### src/rtl/dsi_pkg.sv
package dsi_pkg;

    localparam int NCH    = 3;
    localparam int IDX_W  = 5;
    localparam int CNT_W  = 16;
    localparam int STS_W  = 5;
    localparam int CTL_W  = 5;
    localparam int GCTL_W = 6;
    localparam int GSTA_W = 18;

    // channel status bit positions
    localparam int ST_FIFO = 4;
    localparam int ST_DONE = 3;
    localparam int ST_LAST = 2;
    localparam int ST_CEQ  = 1;
    localparam int ST_HALT = 0;

    // channel control bit positions
    localparam int CT_DONE_EN = 4;
    localparam int CT_FIFO_EN = 3;
    localparam int CT_LAST_EN = 2;
    localparam int CT_RESET   = 1;
    localparam int CT_RUN     = 0;

    localparam logic [CTL_W-1:0]  CT_KEEP_MASK = 5'b11100;

    // offsets within a 16-byte channel group
    localparam logic [3:0] OFF_BASE = 4'd0;
    localparam logic [3:0] OFF_CUR  = 4'd4;
    localparam logic [3:0] OFF_LAST = 4'd5;
    localparam logic [3:0] OFF_STS  = 4'd6;
    localparam logic [3:0] OFF_CNT  = 4'd8;
    localparam logic [3:0] OFF_PRE  = 4'd10;
    localparam logic [3:0] OFF_CTL  = 4'd11;

    localparam logic [5:0] GADDR_CTL = 6'h2c;
    localparam logic [5:0] GADDR_STA = 6'h30;

    // global status masks
    localparam logic [GSTA_W-1:0] GS_W1C   = 18'h08C01;
    localparam logic [GSTA_W-1:0] GS_SET   = 18'h30000;
    localparam logic [GSTA_W-1:0] GS_READY = 18'h00100;
    localparam int                GS_CH0   = 5;

    typedef enum logic [1:0] {
        SZ_B = 2'd0,
        SZ_H = 2'd1,
        SZ_W = 2'd2,
        SZ_X = 2'd3
    } acc_sz_e;

    typedef struct packed {
        logic [31:0]      base;
        logic [IDX_W-1:0] cur;
        logic [IDX_W-1:0] last;
        logic [IDX_W-1:0] pre;
        logic [STS_W-1:0] sts;
        logic [CNT_W-1:0] cnt;
        logic [CTL_W-1:0] ctl;
    } chan_t;

    typedef struct packed {
        logic wr_base;
        logic wr_last;
        logic wr_sts;
        logic wr_ctl;
    } chan_wr_t;

    function automatic chan_t chan_reset_val();
        chan_t c;
        c = '0;
        c.sts[ST_HALT] = 1'b1;
        return c;
    endfunction

    function automatic logic irq_qualifies(logic [STS_W-1:0] s, logic [CTL_W-1:0] c);
        return (s[ST_LAST] & c[CT_LAST_EN]) | (s[ST_DONE] & c[CT_DONE_EN]);
    endfunction

endpackage

### src/rtl/dsi_chan.sv
module dsi_chan
    import dsi_pkg::*;
(
    input  logic             clk,
    input  logic             rst,
    input  chan_wr_t         wr,
    input  logic [31:0]      wdata,
    input  logic [STS_W-1:0] seq_set,
    input  logic [1:0]       seq_clr,
    input  logic             seq_adv,
    input  logic             seq_cnt_we,
    input  logic [CNT_W-1:0] seq_cnt,
    output chan_t            q,
    output logic             run,
    output logic             fetch,
    output logic             rst_req,
    output logic             ev_on,
    output logic             ev_off
);

    chan_t n;
    logic  fetch_n, rreq_n;
    logic [2:0] pend_old, pend_new;

    always_comb begin
        n       = q;
        fetch_n = 1'b0;
        rreq_n  = 1'b0;
        if (wr.wr_base)
            n.base = {wdata[31:2], 2'b00};
        if (wr.wr_last) begin
            if (q.ctl[CT_RUN] && q.sts[ST_HALT]) begin
                n.sts[ST_HALT] = 1'b0;
                n.sts[ST_CEQ]  = 1'b0;
                n.cur          = q.pre;
                n.pre          = q.pre + 1'b1;
                fetch_n        = 1'b1;
            end
            n.last = wdata[IDX_W-1:0];
        end
        if (wr.wr_ctl) begin
            if (wdata[CT_RESET]) begin
                n      = chan_reset_val();
                n.ctl  = q.ctl & CT_KEEP_MASK;
                rreq_n = 1'b1;
            end else begin
                n.ctl = wdata[CTL_W-1:0];
                if (!wdata[CT_RUN]) begin
                    n.sts[ST_HALT] = 1'b1;
                end else begin
                    n.cur          = q.pre;
                    n.pre          = q.pre + 1'b1;
                    n.sts[ST_HALT] = 1'b0;
                    fetch_n        = 1'b1;
                end
            end
        end
        if (wr.wr_sts)
            n.sts[ST_FIFO:ST_LAST] = q.sts[ST_FIFO:ST_LAST] & ~wdata[ST_FIFO:ST_LAST];
        // sequencer events land on top of any register write
        n.sts[ST_CEQ:ST_HALT] = n.sts[ST_CEQ:ST_HALT] & ~seq_clr;
        n.sts = n.sts | seq_set;
        if (seq_adv) begin
            n.cur = n.pre;
            n.pre = n.pre + 1'b1;
        end
        if (seq_cnt_we)
            n.cnt = seq_cnt;
    end

    assign pend_old = q.sts[ST_FIFO:ST_LAST];
    assign pend_new = n.sts[ST_FIFO:ST_LAST];
    assign ev_off   = (pend_old != pend_new) && (pend_new == 3'b000);
    assign ev_on    = (pend_old != pend_new) && (pend_new != 3'b000)
                      && irq_qualifies(n.sts, n.ctl);

    always_ff @(posedge clk) begin
        if (rst) begin
            q       <= chan_reset_val();
            fetch   <= 1'b0;
            rst_req <= 1'b0;
        end else begin
            q       <= n;
            fetch   <= fetch_n;
            rst_req <= rreq_n;
        end
    end

    assign run = q.ctl[CT_RUN];

endmodule

### src/rtl/dsi_glob.sv
module dsi_glob
    import dsi_pkg::*;
(
    input  logic              clk,
    input  logic              rst,
    input  logic              wr_ctl,
    input  logic              wr_sta,
    input  logic [GSTA_W-1:0] wdata,
    input  logic [NCH-1:0]    ch_on,
    input  logic [NCH-1:0]    ch_off,
    output logic [GCTL_W-1:0] gctl,
    output logic [GSTA_W-1:0] gsta,
    output logic              irq
);

    logic [GSTA_W-1:0] gsta_n;
    logic              irq_n;

    always_comb begin
        gsta_n = gsta;
        if (wr_sta) begin
            gsta_n = gsta_n & ~(wdata & GS_W1C);
            gsta_n = gsta_n | (wdata & GS_SET);
        end
        for (int i = 0; i < NCH; i++) begin
            if (ch_on[i])
                gsta_n[GS_CH0+i] = 1'b1;
            else if (ch_off[i])
                gsta_n[GS_CH0+i] = 1'b0;
        end
        if (|ch_on)
            irq_n = 1'b1;
        else if (|ch_off)
            irq_n = 1'b0;
        else
            irq_n = irq;
    end

    always_ff @(posedge clk) begin
        if (rst) begin
            gctl <= '0;
            gsta <= '0;
            irq  <= 1'b0;
        end else begin
            if (wr_ctl && !(wdata[2] || wdata[1]))
                gctl <= wdata[GCTL_W-1:0];
            gsta <= gsta_n;
            irq  <= irq_n;
        end
    end

endmodule

### src/rtl/dma_stat_irq.sv
module dma_stat_irq
    import dsi_pkg::*;
#(
    parameter int ADDR_W = 8
) (
    input  logic                 clk,
    input  logic                 rst,
    input  logic                 acc_en,
    input  logic                 acc_we,
    input  logic [1:0]           acc_size,
    input  logic [ADDR_W-1:0]    acc_addr,
    input  logic [31:0]          acc_wdata,
    output logic [31:0]          acc_rdata,
    input  logic [NCH*STS_W-1:0] seq_set,
    input  logic [NCH*2-1:0]     seq_clr,
    input  logic [NCH-1:0]       seq_adv,
    input  logic [NCH-1:0]       seq_cnt_we,
    input  logic [NCH*CNT_W-1:0] seq_cnt,
    output logic [NCH-1:0]       ch_run,
    output logic [NCH-1:0]       ch_fetch,
    output logic [NCH-1:0]       ch_reset,
    output logic                 irq
);

    localparam int GRP_LSB = 4;

    acc_sz_e      sz;
    logic         wr_go, up_ok;
    logic [1:0]   grp;
    logic [3:0]   off;
    chan_wr_t     cw [NCH];
    chan_t        cq [NCH];
    logic [NCH-1:0] ev_on, ev_off;
    logic [NCH*3-1:0] pend_all;
    logic [GCTL_W-1:0] gctl_q;
    logic [GSTA_W-1:0] gsta_q;
    logic         g_ctl_wr, g_sta_wr;

    assign sz    = acc_sz_e'(acc_size);
    assign wr_go = acc_en && acc_we;
    assign up_ok = (acc_addr[ADDR_W-1:6] == '0);
    assign grp   = acc_addr[5:GRP_LSB];
    assign off   = acc_addr[GRP_LSB-1:0];

    always_comb begin
        for (int i = 0; i < NCH; i++) begin
            logic sel;
            sel = wr_go && up_ok && (grp == 2'(i));
            cw[i].wr_base = sel && (sz == SZ_W) && (off == OFF_BASE);
            cw[i].wr_last = sel && (sz == SZ_B) && (off == OFF_LAST);
            cw[i].wr_ctl  = sel && (sz == SZ_B) && (off == OFF_CTL);
            cw[i].wr_sts  = sel && ((sz == SZ_B) || (sz == SZ_H)) && (off == OFF_STS);
        end
    end

    assign g_ctl_wr = wr_go && up_ok && (sz == SZ_W) && (acc_addr[5:0] == GADDR_CTL);
    assign g_sta_wr = wr_go && up_ok && (sz == SZ_W) && (acc_addr[5:0] == GADDR_STA);

    for (genvar g = 0; g < NCH; g++) begin : g_ch
        dsi_chan u_chan (
            .clk        (clk),
            .rst        (rst),
            .wr         (cw[g]),
            .wdata      (acc_wdata),
            .seq_set    (seq_set[g*STS_W +: STS_W]),
            .seq_clr    (seq_clr[g*2 +: 2]),
            .seq_adv    (seq_adv[g]),
            .seq_cnt_we (seq_cnt_we[g]),
            .seq_cnt    (seq_cnt[g*CNT_W +: CNT_W]),
            .q          (cq[g]),
            .run        (ch_run[g]),
            .fetch      (ch_fetch[g]),
            .rst_req    (ch_reset[g]),
            .ev_on      (ev_on[g]),
            .ev_off     (ev_off[g])
        );
        assign pend_all[g*3 +: 3] = cq[g].sts[ST_FIFO:ST_LAST];
    end

    dsi_glob u_glob (
        .clk    (clk),
        .rst    (rst),
        .wr_ctl (g_ctl_wr),
        .wr_sta (g_sta_wr),
        .wdata  (acc_wdata[GSTA_W-1:0]),
        .ch_on  (ev_on),
        .ch_off (ev_off),
        .gctl   (gctl_q),
        .gsta   (gsta_q),
        .irq    (irq)
    );

    always_comb begin
        acc_rdata = '1;
        for (int i = 0; i < NCH; i++) begin
            if (up_ok && (grp == 2'(i))) begin
                case (sz)
                    SZ_B: case (off)
                        OFF_CUR:  acc_rdata = {27'b0, cq[i].cur};
                        OFF_LAST: acc_rdata = {27'b0, cq[i].last};
                        OFF_STS:  acc_rdata = {27'b0, cq[i].sts};
                        OFF_PRE:  acc_rdata = {27'b0, cq[i].pre};
                        OFF_CTL:  acc_rdata = {27'b0, cq[i].ctl};
                        default:  ;
                    endcase
                    SZ_H: case (off)
                        OFF_STS:  acc_rdata = {27'b0, cq[i].sts};
                        OFF_CNT:  acc_rdata = {16'b0, cq[i].cnt};
                        default:  ;
                    endcase
                    SZ_W: case (off)
                        OFF_BASE: acc_rdata = cq[i].base;
                        OFF_CUR:  acc_rdata = {11'b0, cq[i].sts, 3'b0, cq[i].last, 3'b0, cq[i].cur};
                        OFF_CNT:  acc_rdata = {3'b0, cq[i].ctl, 3'b0, cq[i].pre, cq[i].cnt};
                        default:  ;
                    endcase
                    default: ;
                endcase
            end
        end
        if (up_ok && (sz == SZ_W) && (acc_addr[5:0] == GADDR_CTL))
            acc_rdata = {26'b0, gctl_q};
        if (up_ok && (sz == SZ_W) && (acc_addr[5:0] == GADDR_STA))
            acc_rdata = {14'b0, gsta_q | GS_READY};
    end

endmodule

### config.mk
export PLATFORM = sky130hd
export DESIGN_NAME = dma_stat_irq
export DESIGN_NICKNAME = d
export VERILOG_FILES = /design/src/rtl/dsi_pkg.sv /design/src/rtl/dsi_chan.sv /design/src/rtl/dsi_glob.sv /design/src/rtl/dma_stat_irq.sv
export SDC_FILE = /design/constraint.sdc
export NUM_CORES = 1
export LEC_CHECK = 0
export BUFFER_PORTS_ARGS = -buffer_cell sky130_fd_sc_hd__buf_2
export CAP_MARGIN = 15
export CELL_PAD_IN_SITES_DETAIL_PLACEMENT = 1
export CELL_PAD_IN_SITES_GLOBAL_PLACEMENT = 2
export CORE_UTILIZATION = 35
export CTS_BUF_LIST = sky130_fd_sc_hd__clkbuf_2
export CTS_CLUSTER_SIZE = 25
export DETAILED_ROUTE_END_ITERATION = 6
export HOLD_SLACK_MARGIN = 0.12
export PLACE_DENSITY_LB_ADDON = 0.12
export SLEW_MARGIN = 20
export SYNTH_ARGS = -nofsm -noshare
export SYNTH_HDL_FRONTEND = slang
export SYNTH_SLANG_ARGS = --single-unit
### constraint.sdc
create_clock -name clk -period 2.6 [get_ports clk]
set_clock_uncertainty 0.15 [all_clocks]
set_input_delay 0 -clock clk [delete_from_list [all_inputs] [get_ports clk]]
set_output_delay 0 -clock clk [all_outputs]
set_load 0.005 [all_outputs]
==> impl_metrics.py <==
metrics = {
    "detailed_routing": {
        "wirelength_um": 90700,
        "post_drt_wl_per_cell_um": 29.4,
        "drtIter0Drc": 2024,
        "vias": 18900,
        "via_per_inst": 6.12,
        "route.detailed.drc": 0,
        "drt-pass1-iter-count": 6,
        "antenna_left": 0,
    },
    "final_layout": {
        "final_cell_count_no_fill": 3087,
        "postLayoutCellArea_um2": 21300,
        "fin_nets": 2650,
        "drive_gt1_frac": 0.264,
        "fillers": 4629,
        "area_delta_synth_final_pct": 58.8,
    },
    "clocking": {
        "htreeDepth": 3,
        "clkLatencyLatePin_ns": 1.00,
        "cts_tree": "built",
        "clk_pin_slew_ns": 0.13,
        "cts_buffers": 72,
        "cts_root_buf": "clkbuf_2",
        "clockBufferDepth": 3,
        "cts.sinks": 238,
    },
    "yosys": {
        "synth.distinct_cells": 96,
        "synthTopCellsByArea": "dfxtp_1 35%, nand2_1 10%, a21oi_1 10%",
        "ys.flop_type": "dfxtp_1",
        "syn_area_per_cell_um2": 7.32,
        "ys_ff_latch": 238,
        "postSynth.asyncResetShare": 0,
        "ys.warnings.count": 0,
        "synth_edf_count": 0,
        "netlist_instances": 1837,
        "synth.top_cell.area_share": 0.354,
        "synth_top_area_cell": "dfxtp_1",
        "synth-seq-area-share": 0.354,
        "netlist_area_um2": 13400,
        "synth_nets": 1964,
    },
    "floorplan": {
        "die_area_um2": 39200,
        "core_um2": 37800,
        "row_count": 71,
        "die_y_um": 198,
        "ioPinCount": 163,
        "start_util": 0.356,
        "die_w_um": 198,
    },
    "sta": {
        "rsz0062_at_grt": "yes",
        "min_period_over_period": 1.19,
        "setup-violations-final": 58,
        "min_period_ns": 3.10,
        "layout_setup_ws_ns": -0.496,
        "hold_viol": 0,
        "tightest_slew_ns": 1.02,
        "final_max_slew_viol_count": 0,
        "relSlewSlack": 0.318,
        "fmax_mhz": 323,
    },
    "placed_design": {
        "place_area_um2": 15800,
        "place_inst": 2541,
        "portBuffers": 162,
        "dp_hpwl_um": 56400,
        "gp_congestion": 1.03,
    },
    "worst_setup_path": {
        "cp_cell_sequence": "o21a_4 > a211o_1 > a222oi_1 > o21ai_1 > o21ai_1 > a21oi_2 > o221a_4 > buf_6",
        "cp.required_ns": 2.45,
        "crit_family": "compound AO/OA/AOI/OAI gates",
        "cpMostUsedCell": "o21ai_1",
        "slowest_stage": "dfxtp_2",
        "r2r_start": "g_ch[0].u_chan.q[21]$_SDFF_PP1_",
        "startpoint": "g_ch[0].u_chan.q[37]$_SDFF_PP0_",
        "max_stage_delay_ns": 0.36,
        "crit_end": "acc_rdata[1]",
        "end_kind": "output port",
        "crit_buf_inv": 1,
        "crit_arrival_ns": 2.95,
        "worstSetupStartpointType": "register",
        "cp_num_cells": 8,
        "reg2reg_slack_ns": 0.09,
        "worst-path-max-fanout": 2,
        "r2r-end": "g_ch[0].u_chan.q[22]$_SDFF_PP0_",
        "crit_type": "register to output port",
        "r2r_cells": 6,
    },
    "outcome": {
        "violations": "setup timing",
        "status": "complete, but fails checks",
    },
    "pwr": {
        "vdd_drop_max_mv": 0.278,
        "p_leak_nw": 8.32,
        "internal-power_w": 0.00571,
        "clkPwrFrac": 0.363,
        "p_switching_w": 0.00311,
        "p_seq_frac": 0.439,
        "p_per_area_nw_per_um2": 413,
        "power_frac_comb": 0.198,
        "sw_frac_of_total": 0.352,
    },
    "global_route": {
        "gr-total-overflow": 0,
        "grt_pass1_wl_um": 128000,
        "grt_max_degree": 121,
        "grt_util_all_layers": 0.450,
        "first_global_vias": 19500,
        "antenna_found_initial": 3,
    },
    "flow_run": {
        "cap_violations": 0,
    },
    "worst_hold_path": {
        "hp-start": "seq_cnt_we[1]",
        "hp-class": "primary input to register",
    },
}
-- power by group through the flow --
| stage | registers, W | clock network, W | logic [W] |
|---|---|---|---|
| floorplan | 0.00385 | 0 | 0.000557 |
| global placement | 0.00394 | 0 | 0.00110 |
| detailed placement | 0.00394 | 0 | 0.00111 |
| CTS | 0.00385 | 0.00311 | 0.00157 |
| global route | 0.00387 | 0.00340 | 0.00181 |
| finish | 0.00387 | 0.00320 | 0.00174 |
-- per-layer routing --
metal / wire length [um] / GRT usage / vias up
met3: 8990 / 0.103 / 426
met5: 0 / 0 / -
met2: 39900 / 0.709 / 1255
met1: 34600 / 0.540 / 9220
li1: - / - / 8004
met4: 7240 / 0.321 / 0
-- layout by cell type (no fill, tap or decap), drive strengths merged, types with 18 or more instances in the layout --
cell type	n
nor2b	20
nor2	214
mux2i	33
o21ai	76
buf	368
o22ai	38
mux2	18
a221oi	26
a211oi	20
dlygate4sd3	381
inv	25
clkinv	24
clkbuf	98
nand4	18
dfxtp	238
nor3	23
nand2	367
a21oi	273
a22oi	28
nand3	33
-- tightest hold or removal path, stage by stage --
cell and delay, ns:
buf_2 0.30, a21oi_1 0.29, nor2_1 0.08, dlygate4sd3_1 0.58
-- cell families (layout without fill, tap and decap cells) --
group,count (synthesis),in the layout,synth area share
other,0,6,0
flip-flops,238,238,0.354
XOR/XNOR,4,4,0.00261
multiplexers,51,51,0.0399
adder cells (fa/ha/maj),6,6,0.00558
AND/OR/NAND/NOR,770,770,0.257
buffers and inverters,173,906,0.0577
AO/OA/AOI/OAI,595,595,0.282
-- Yosys cell counts (4+ instances only) --
| cell type | count |
|---|---|
| a221o_1 | 7 |
| o21ai_1 | 6 |
| o211ai_1 | 4 |
| a32oi_1 | 12 |
| a21o_1 | 6 |
| nor3_1 | 22 |
| a211oi_1 | 19 |
| nand3b_1 | 10 |
| inv_1 | 24 |
| mux2_2 | 16 |
| ha_1 | 6 |
| a22oi_1 | 28 |
| and2_1 | 8 |
| a31o_2 | 7 |
| nand2_1 | 366 |
| nand4_1 | 15 |
| a22o_1 | 9 |
| a21oi_1 | 271 |
| nor2_1 | 214 |
| buf_2 | 41 |
| a221oi_1 | 26 |
| o21ai_0 | 70 |
| nand3_1 | 33 |
| nor3b_1 | 15 |
| a311oi_1 | 5 |
| dfxtp_1 | 238 |
| a222oi_1 | 13 |
| buf_4 | 16 |
| and3_1 | 5 |
| mux2i_1 | 33 |
| or3_1 | 8 |
| nor2b_1 | 20 |
| or2_2 | 5 |
| o22ai_1 | 36 |
| o2111ai_1 | 4 |
| a41oi_1 | 5 |
| o31ai_1 | 7 |
| buf_1 | 9 |
| clkbuf_1 | 80 |
| nand2b_1 | 16 |
| a31oi_1 | 16 |
| o2bb2ai_1 | 4 |
-- per-stage QoR --
| step | total power (W) | utilization | hold WS (ns) | setup TNS (ns) | setup slack [ns] |
|---|---|---|---|---|---|
| final | 0.00881 | 0.565 | 0.0616 | -7.85 | -0.496 |
| after floorplan | 0.00441 | - | -0.0630 | 0 | 0.372 |
| after global routing | 0.00908 | 0.565 | 0.125 | -10.43 | -0.632 |
| after detailed placement | 0.00505 | 0.418 | 0.0537 | -0.209 | -0.209 |
| after CTS | 0.00853 | 0.547 | 0.0736 | -42.89 | -0.613 |
| after global placement | 0.00504 | 0.418 | 0.0447 | -0.225 | -0.225 |
-- area by class of cell --
type / instances / area [um^2] / area share
diodes: 6 / 15.0 / 0.000703
clock buffers: 94 / 470 / 0.0220
clock inverters: 27 / 164 / 0.00768
inverters: 25 / 93.8 / 0.00440
multi-input cells: 1426 / 8500 / 0.398
flip-flops and latches: 238 / 4880 / 0.229
well taps: 511 / 639 / 0.0300
repair buffers: 760 / 6580 / 0.308
-- what timing repair did --
action                                 4_1_cts  5_1_grt
setup endpoints to repair                   19      156
endpoints found under the hold margin      238       98
gates cloned                                 0        3
pin swaps                                   54       33
gates resized for setup                    104      144
hold buffers                               388       17
setup buffers                               12       14
-- worst min-delay path by stage --
stage,to,slack [ns],cells after the start
2_1_floorplan,u_glob.gsta[15]$_SDFFE_PP0P_,-0.06,1
3_3_place_gp,g_ch[0].u_chan.q[21]$_SDFF_PP1_,0.04,2
3_5_place_dp,g_ch[0].u_chan.q[21]$_SDFF_PP1_,0.05,2
4_1_cts,g_ch[1].u_chan.q[46]$_SDFF_PP0_,0.07,8
5_1_grt,g_ch[1].u_chan.q[34]$_SDFF_PP0_,0.13,9
6_report,g_ch[1].u_chan.q[11]$_SDFFE_PP0P_,0.06,4
-- flip-flops by register name, indices dropped and copies added (netlist names) --
register             flops
g_ch.u_chan.fetch        3
g_ch.u_chan.q          216
g_ch.u_chan.rst_req      3
u_glob.gctl              6
u_glob.gsta              9
u_glob.irq               1
No activity file was read; power rests on OpenSTA's default activity.
